===== src/rtl/nla_pkg.sv =====
package nla_pkg;
  typedef enum logic [1:0] {
    NLA_IDLE  = 2'd0,
    NLA_PROG  = 2'd1,
    NLA_ERASE = 2'd2
  } nla_state_e;
endpackage


===== src/rtl/nla_word_builder.sv =====
module nla_word_builder #(
  parameter int NIB_W = 4,
  parameter int SLOTS = 8,
  localparam int WORD_W = NIB_W * SLOTS,
  localparam int CNT_W = $clog2(SLOTS + 1)
) (
  input  logic [CNT_W-1:0]  slot,
  input  logic [NIB_W-1:0]  data,
  output logic [WORD_W-1:0] word
);
  // Each slot gets the data when selected, all ones otherwise
  for (genvar g = 0; g < SLOTS; g++) begin : g_slot
    assign word[g*NIB_W +: NIB_W] = (slot == CNT_W'(g)) ? data : {NIB_W{1'b1}};
  end
endmodule


===== src/rtl/nla_entry_counter.sv =====
module nla_entry_counter #(
  parameter int SLOTS = 8,
  localparam int CNT_W = $clog2(SLOTS + 1)
) (
  input  logic             clk,
  input  logic             rst_n,
  input  logic             inc,
  input  logic             clr,
  output logic [CNT_W-1:0] count,
  output logic             full
);
  function automatic logic [CNT_W-1:0] next_count(logic [CNT_W-1:0] c, logic i, logic k);
    if (k)                               return '0;
    else if (i && c < CNT_W'(SLOTS))     return c + CNT_W'(1);
    else                                 return c;
  endfunction

  always_ff @(posedge clk or negedge rst_n) begin
    if (!rst_n) count <= '0;
    else        count <= next_count(count, inc, clr);
  end

  assign full = (count == CNT_W'(SLOTS));
endmodule


===== src/rtl/nla_sequencer.sv =====
module nla_sequencer
  import nla_pkg::*;
(
  input  logic       clk,
  input  logic       rst_n,
  input  logic       app_req,
  input  logic       full,
  input  logic       prog_ack,
  input  logic       erase_done,
  output nla_state_e state,
  output logic       ev_append,
  output logic       ev_overflow,
  output logic       ev_prog_done,
  output logic       ev_erase_done
);
  nla_state_e state_nx;

  assign ev_append     = (state == NLA_IDLE)  && app_req && !full;
  assign ev_overflow   = (state == NLA_IDLE)  && app_req &&  full;
  assign ev_prog_done  = (state == NLA_PROG)  && prog_ack;
  assign ev_erase_done = (state == NLA_ERASE) && erase_done;

  always_comb begin
    state_nx = state;
    unique case (state)
      NLA_IDLE: begin
        if (ev_append)        state_nx = NLA_PROG;
        else if (ev_overflow) state_nx = NLA_ERASE;
      end
      NLA_PROG:  if (ev_prog_done)  state_nx = NLA_IDLE;
      NLA_ERASE: if (ev_erase_done) state_nx = NLA_IDLE;
      default:   state_nx = NLA_IDLE;
    endcase
  end

  always_ff @(posedge clk or negedge rst_n) begin
    if (!rst_n) state <= NLA_IDLE;
    else        state <= state_nx;
  end
endmodule


===== src/rtl/nla_latest_decode.sv =====
module nla_latest_decode #(
  parameter int NIB_W = 4,
  parameter int SLOTS = 8,
  localparam int WORD_W = NIB_W * SLOTS,
  localparam int CNT_W = $clog2(SLOTS + 1)
) (
  input  logic [WORD_W-1:0] rd_word,
  input  logic [CNT_W-1:0]  count,
  output logic [NIB_W-1:0]  latest,
  output logic              latest_valid
);
  // Newest entry sits in the slot just below the count
  function automatic logic [NIB_W-1:0] pick_newest(logic [WORD_W-1:0] w, logic [CNT_W-1:0] c);
    logic [NIB_W-1:0] r;
    r = '0;
    for (int g = 0; g < SLOTS; g++) begin
      if (c == CNT_W'(g + 1)) r = w[g*NIB_W +: NIB_W];
    end
    return r;
  endfunction

  assign latest       = pick_newest(rd_word, count);
  assign latest_valid = (count != '0);
endmodule


===== src/rtl/nibble_log_appender.sv =====
module nibble_log_appender
  import nla_pkg::*;
#(
  parameter int NIB_W = 4,
  parameter int SLOTS = 8,
  localparam int WORD_W = NIB_W * SLOTS,
  localparam int CNT_W = $clog2(SLOTS + 1)
) (
  input  logic              clk,
  input  logic              rst_n,
  input  logic              app_req,
  input  logic [NIB_W-1:0]  app_data,
  output logic              ready,
  output logic              prog_req,
  output logic [WORD_W-1:0] prog_word,
  input  logic              prog_ack,
  output logic              erase_req,
  input  logic              erase_done,
  output logic              full,
  output logic [CNT_W-1:0]  entries,
  input  logic [WORD_W-1:0] rd_word,
  output logic [NIB_W-1:0]  latest,
  output logic              latest_valid
);
  nla_state_e        state;
  logic              ev_append, ev_overflow, ev_prog_done, ev_erase_done;
  logic [WORD_W-1:0] built_word;

  nla_sequencer u_seq (
    .clk           (clk),
    .rst_n         (rst_n),
    .app_req       (app_req),
    .full          (full),
    .prog_ack      (prog_ack),
    .erase_done    (erase_done),
    .state         (state),
    .ev_append     (ev_append),
    .ev_overflow   (ev_overflow),
    .ev_prog_done  (ev_prog_done),
    .ev_erase_done (ev_erase_done)
  );

  nla_entry_counter #(.SLOTS(SLOTS)) u_cnt (
    .clk   (clk),
    .rst_n (rst_n),
    .inc   (ev_prog_done),
    .clr   (ev_erase_done),
    .count (entries),
    .full  (full)
  );

  nla_word_builder #(.NIB_W(NIB_W), .SLOTS(SLOTS)) u_build (
    .slot (entries),
    .data (app_data),
    .word (built_word)
  );

  nla_latest_decode #(.NIB_W(NIB_W), .SLOTS(SLOTS)) u_dec (
    .rd_word      (rd_word),
    .count        (entries),
    .latest       (latest),
    .latest_valid (latest_valid)
  );

  // Capture the program word when an append is accepted
  always_ff @(posedge clk or negedge rst_n) begin
    if (!rst_n)         prog_word <= '1;
    else if (ev_append) prog_word <= built_word;
  end

  assign ready     = (state == NLA_IDLE);
  assign prog_req  = (state == NLA_PROG);
  assign erase_req = (state == NLA_ERASE);
endmodule


===== config.mk =====
export PLATFORM = sky130hd
export DESIGN_NAME = nibble_log_appender
export DESIGN_NICKNAME = d
export VERILOG_FILES = /design/src/rtl/nla_pkg.sv /design/src/rtl/nla_word_builder.sv /design/src/rtl/nla_entry_counter.sv /design/src/rtl/nla_sequencer.sv /design/src/rtl/nla_latest_decode.sv /design/src/rtl/nibble_log_appender.sv
export SDC_FILE = /design/constraint.sdc
export NUM_CORES = 1
export LEC_CHECK = 0
export BUFFER_PORTS_ARGS = -buffer_cell sky130_fd_sc_hd__buf_2
export CORE_ASPECT_RATIO = 0.6
export CORE_UTILIZATION = 40
export CTS_CLUSTER_DIAMETER = 50
export DETAILED_ROUTE_END_ITERATION = 12
export PLACE_DENSITY = 0.82
export SLEW_MARGIN = 20
export SYNTH_ARGS = -nofsm -noshare
export SYNTH_HDL_FRONTEND = slang
export SYNTH_SLANG_ARGS = --single-unit

===== constraint.sdc =====
create_clock -name clk -period 2.2 [get_ports clk]
set_clock_uncertainty 0.2 [all_clocks]
set_input_delay 0.55 -clock clk [delete_from_list [all_inputs] [get_ports clk]]
set_output_delay 0.55 -clock clk [all_outputs]
set_load 0.02 [all_outputs]

==> impl_metrics.py <==
metrics = {
    "routing": {
        "ant_nets": 0,
        "route.detailed.drc": 0,
        "vias_per_cell": 5.05,
        "wirelength_mm": 5.69,
        "wire_per_inst_microns": 14.3,
        "dr.pass1.iters": 4,
        "drt_iter0_drc": 129,
        "vias": 2015,
    },
    "synth": {
        "yosysMostFrequentCell": "nand2_1",
        "synth_common_cells": "nand2_1, nor2_1, dfstp_2",
        "synthMuxAreaShare_pct": 0,
        "async_flop_share_pct": 100,
        "syn_area_per_cell_sq_um": 9.10,
        "ys_top_cells_by_area": "dfstp_2, nand2_1, dfrtp_1",
        "yosysWarnings": 0,
        "post_synth_instance_area_sq_um": 2070,
        "synth_edf_count": 0,
        "synth_top_family_by_area": "compound AO/OA/AOI/OAI gates",
        "synth_cells": 227,
        "syn_nets": 272,
        "yosysTopAreaCell": "dfstp_2",
        "yosysTopAreaCellShare_pct": 40.7,
        "synth_compound_area_share_pct": 22.0,
        "synthAdderAreaFrac_pct": 2.42,
        "synth_cell_types": 33,
        "synth_xor_area_share_pct": 0.848,
        "ys_seq_elements": 38,
        "synthFlopType": "dfstp_2",
        "synthSimpleGateAreaFrac_pct": 20.5,
        "ys_seq_area_share_pct": 48.0,
    },
    "pwr": {
        "p_sw_uw": 2290,
        "pwr-share-seq_pct": 29.2,
        "p_clk_share_pct": 10.3,
        "swShare_pct": 44.3,
        "internal_power_uw": 2880,
        "max-vdd-ir-drop_mv": 0.907,
        "p_leak_uw": 0.00146,
        "power_density_nw_per_um2": 1740,
        "p_comb_share_pct": 60.5,
    },
    "floorplan": {
        "fp.dieH_microns": 57.7,
        "fp.coreArea_sq_um": 4750,
        "rows": 19,
        "dieArea_sq_um": 5470,
        "start_util_pct": 43.4,
        "ios": 86,
        "die_w_microns": 94.8,
    },
    "setup_path": {
        "r2r_cells": 12,
        "r2r_end": "prog_word[31]",
        "cp-startpoint": "u_cnt.count[0]",
        "criticalPathCategory": "flop to primary output",
        "regToRegSetupSlack_ns": 0.02,
        "cp_num_cells": 7,
        "crit_end": "latest[2]",
        "crit_fanout": 4,
        "worstPathRequired_ns": 1.45,
        "end_kind": "primary output",
        "path_delay_family": "compound AO/OA/AOI/OAI gates",
        "cp.arrival_ns": 1.93,
        "crit_path_cell_trace": "inv_2, ha_4, and2b_2, a221oi_2, o32a_1, o21ai_4, buf_6",
        "crit_slowest_cell": "dfrtp_2",
        "cpPeakStageDelay_ns": 0.45,
        "r2r_start": "u_cnt.count[0]",
        "startpoint_type": "flop",
        "critPathBufInv": 2,
    },
    "global_route": {
        "gr-total-overflow": 0,
        "antenna_found_initial": 0,
        "grt_usage_pct": 21.1,
        "grt_pass1_vias": 1839,
        "grt_max_degree": 66,
        "grt_pass1_wl_mm": 8.79,
    },
    "finish": {
        "multi_input_area_sq_um": 1070,
        "final_layout_size_suffix_gt1_share_pct": 58.9,
        "final_util_pct": 62.4,
        "area_growth_pct": 43.7,
        "fill_cells": 411,
        "diodes": 0,
        "seqCellArea_sq_um": 993,
        "nNetsFinal": 380,
        "fin_area_sq_um": 2970,
    },
    "cts": {
        "cts_sinks": 38,
        "clock_latency_ns": 0.29,
        "clockBufferDepth": 2,
        "cts_tree": "built",
        "cts.clk_slew.worst_paths_ns": 0.08,
        "clockRootBuffer": "clkbuf_8",
        "cts_made_buffers": 5,
        "h-tree-depth": 2,
        "cts_hold_buf": 0,
    },
    "outcome": {
        "outcome": "complete, but fails checks",
        "violations": "negative setup slack",
    },
    "run": {
        "cap_violations": 0,
    },
    "timing": {
        "rsz0062_at_grt": "true",
        "worstMarginPinSlew_ns": 0.510,
        "fmax_mhz": 373,
        "hold_ws_ns": 0.0273,
        "slew_headroom_pct": 66.0,
        "setup_ws_ns": -0.481,
        "period_minus_slack_ns": 2.68,
        "setup_viol": 6,
        "hold_viol": 0,
        "slew_viol_final": 0,
        "period_share_pct": 122,
    },
    "place": {
        "gp_congestion": 0.880,
        "io_buffers": 85,
        "dpl-instance-area_sq_um": 2670,
        "hpwl_mm": 4.08,
    },
    "min_path": {
        "hp-class": "input port to async pin",
    },
}
-- state kept, by name (all words and copies together) (netlist names) --
register / count
prog_word: 32
u_cnt.count: 4
u_seq.state: 2
-- timing repair --
action / 4_1_cts / 5_1_grt
resized for setup: 15 / 14
pin swaps: 7 / 6
setup buffers: 5 / 5
cloned: 0 / 1
endpoints found under the setup margin: 6 / 6
-- routing by layer --
metal / up-vias / global-route usage [%] / routed length [microns] / part of all wire (%)
li1: 1000 / - / - / -
met1: 940 / 30.9 / 2700 / 47
met2: 69 / 31.2 / 2510 / 44
met3: 6 / 6.69 / 437 / 7.7
met4: 0 / 3.68 / 41 / 0.72
met5: - / 0 / 0 / 0
-- cell families (layout without fill, tap and decap cells) --
kind of cell | count (synthesis) | after routing
buf+inv | 20 | 128
simple gates | 96 | 97
fa+ha+maj | 4 | 4
xor+xnor | 2 | 2
compound gates | 67 | 67
flops | 38 | 38
-- final cells by class --
| class | count | share of cell area (%) |
|---|---|---|
| Multi-Input combinational cell | 170 | 36.1 |
| Inverter | 7 | 1.05 |
| Sequential cell | 38 | 33.5 |
| Timing Repair Buffer | 113 | 23.3 |
| Clock buffer | 6 | 3.16 |
| Clock inverter | 2 | 0.337 |
| Tap cell | 63 | 2.65 |
-- power by group through the flow --
stage / Sequential (uW) / Combinational, uW / Clock [uW]
final: 1510 / 3130 / 533
after global routing: 1560 / 3400 / 575
after CTS: 1510 / 2910 / 547
after detailed placement: 1510 / 2740 / 0
after global placement: 1500 / 2690 / 0
after floorplan: 1960 / 1510 / 0
-- worst min path at each step --
stage | startpoint | end | slack [ns] | cells after the start
floorplan | rst_n | u_cnt.count[0] | 0.05 | 0
global placement | prog_word[13] | prog_word[13] | 0.26 | 2
detailed placement | prog_word[13] | prog_word[13] | 0.26 | 2
CTS | rst_n | u_cnt.count[2] | 0.03 | 1
global route | rst_n | u_cnt.count[2] | 0.04 | 1
finish | rst_n | u_seq.state[1] | 0.03 | 1
-- cells in the final DEF, fill, tap and decap left out, types with 2 or more instances in the layout --
cell type and instances:
o22ai_1 4, buf_6 8, nor3b_1 2, o21ai_2 17, nor2_1 40, a21oi_1 5, buf_4 24, a22o_2 2
inv_4 2, a21oi_2 6, o211ai_1 3, and2b_2 2, inv_1 4, buf_2 80, nand2_1 42, clkinv_2 2
o21ai_1 3, o21ai_0 18, clkbuf_8 5, dfrtp_1 4, dfrtp_2 2, a221o_1 3, nand2b_1 2, ha_4 3
nand3b_4 2, dfstp_2 32
-- stage by stage --
| step | setup TNS [ns] | instances | power (uW) | setup WS (ns) |
|---|---|---|---|---|
| 6_report | -2.18 | 399 | 5170 | -0.481 |
| 5_1_grt | -5.30 | 399 | 5540 | -0.587 |
| 3_5_place_dp | -0.742 | 380 | 4250 | -0.257 |
| 3_3_place_gp | -0.509 | 380 | 4190 | -0.149 |
| 4_1_cts | -1.91 | 393 | 4960 | -0.479 |
| 2_1_floorplan | -0.227 | 227 | 3470 | -0.0879 |
Note: power is estimated with default switching activity, not from simulation.
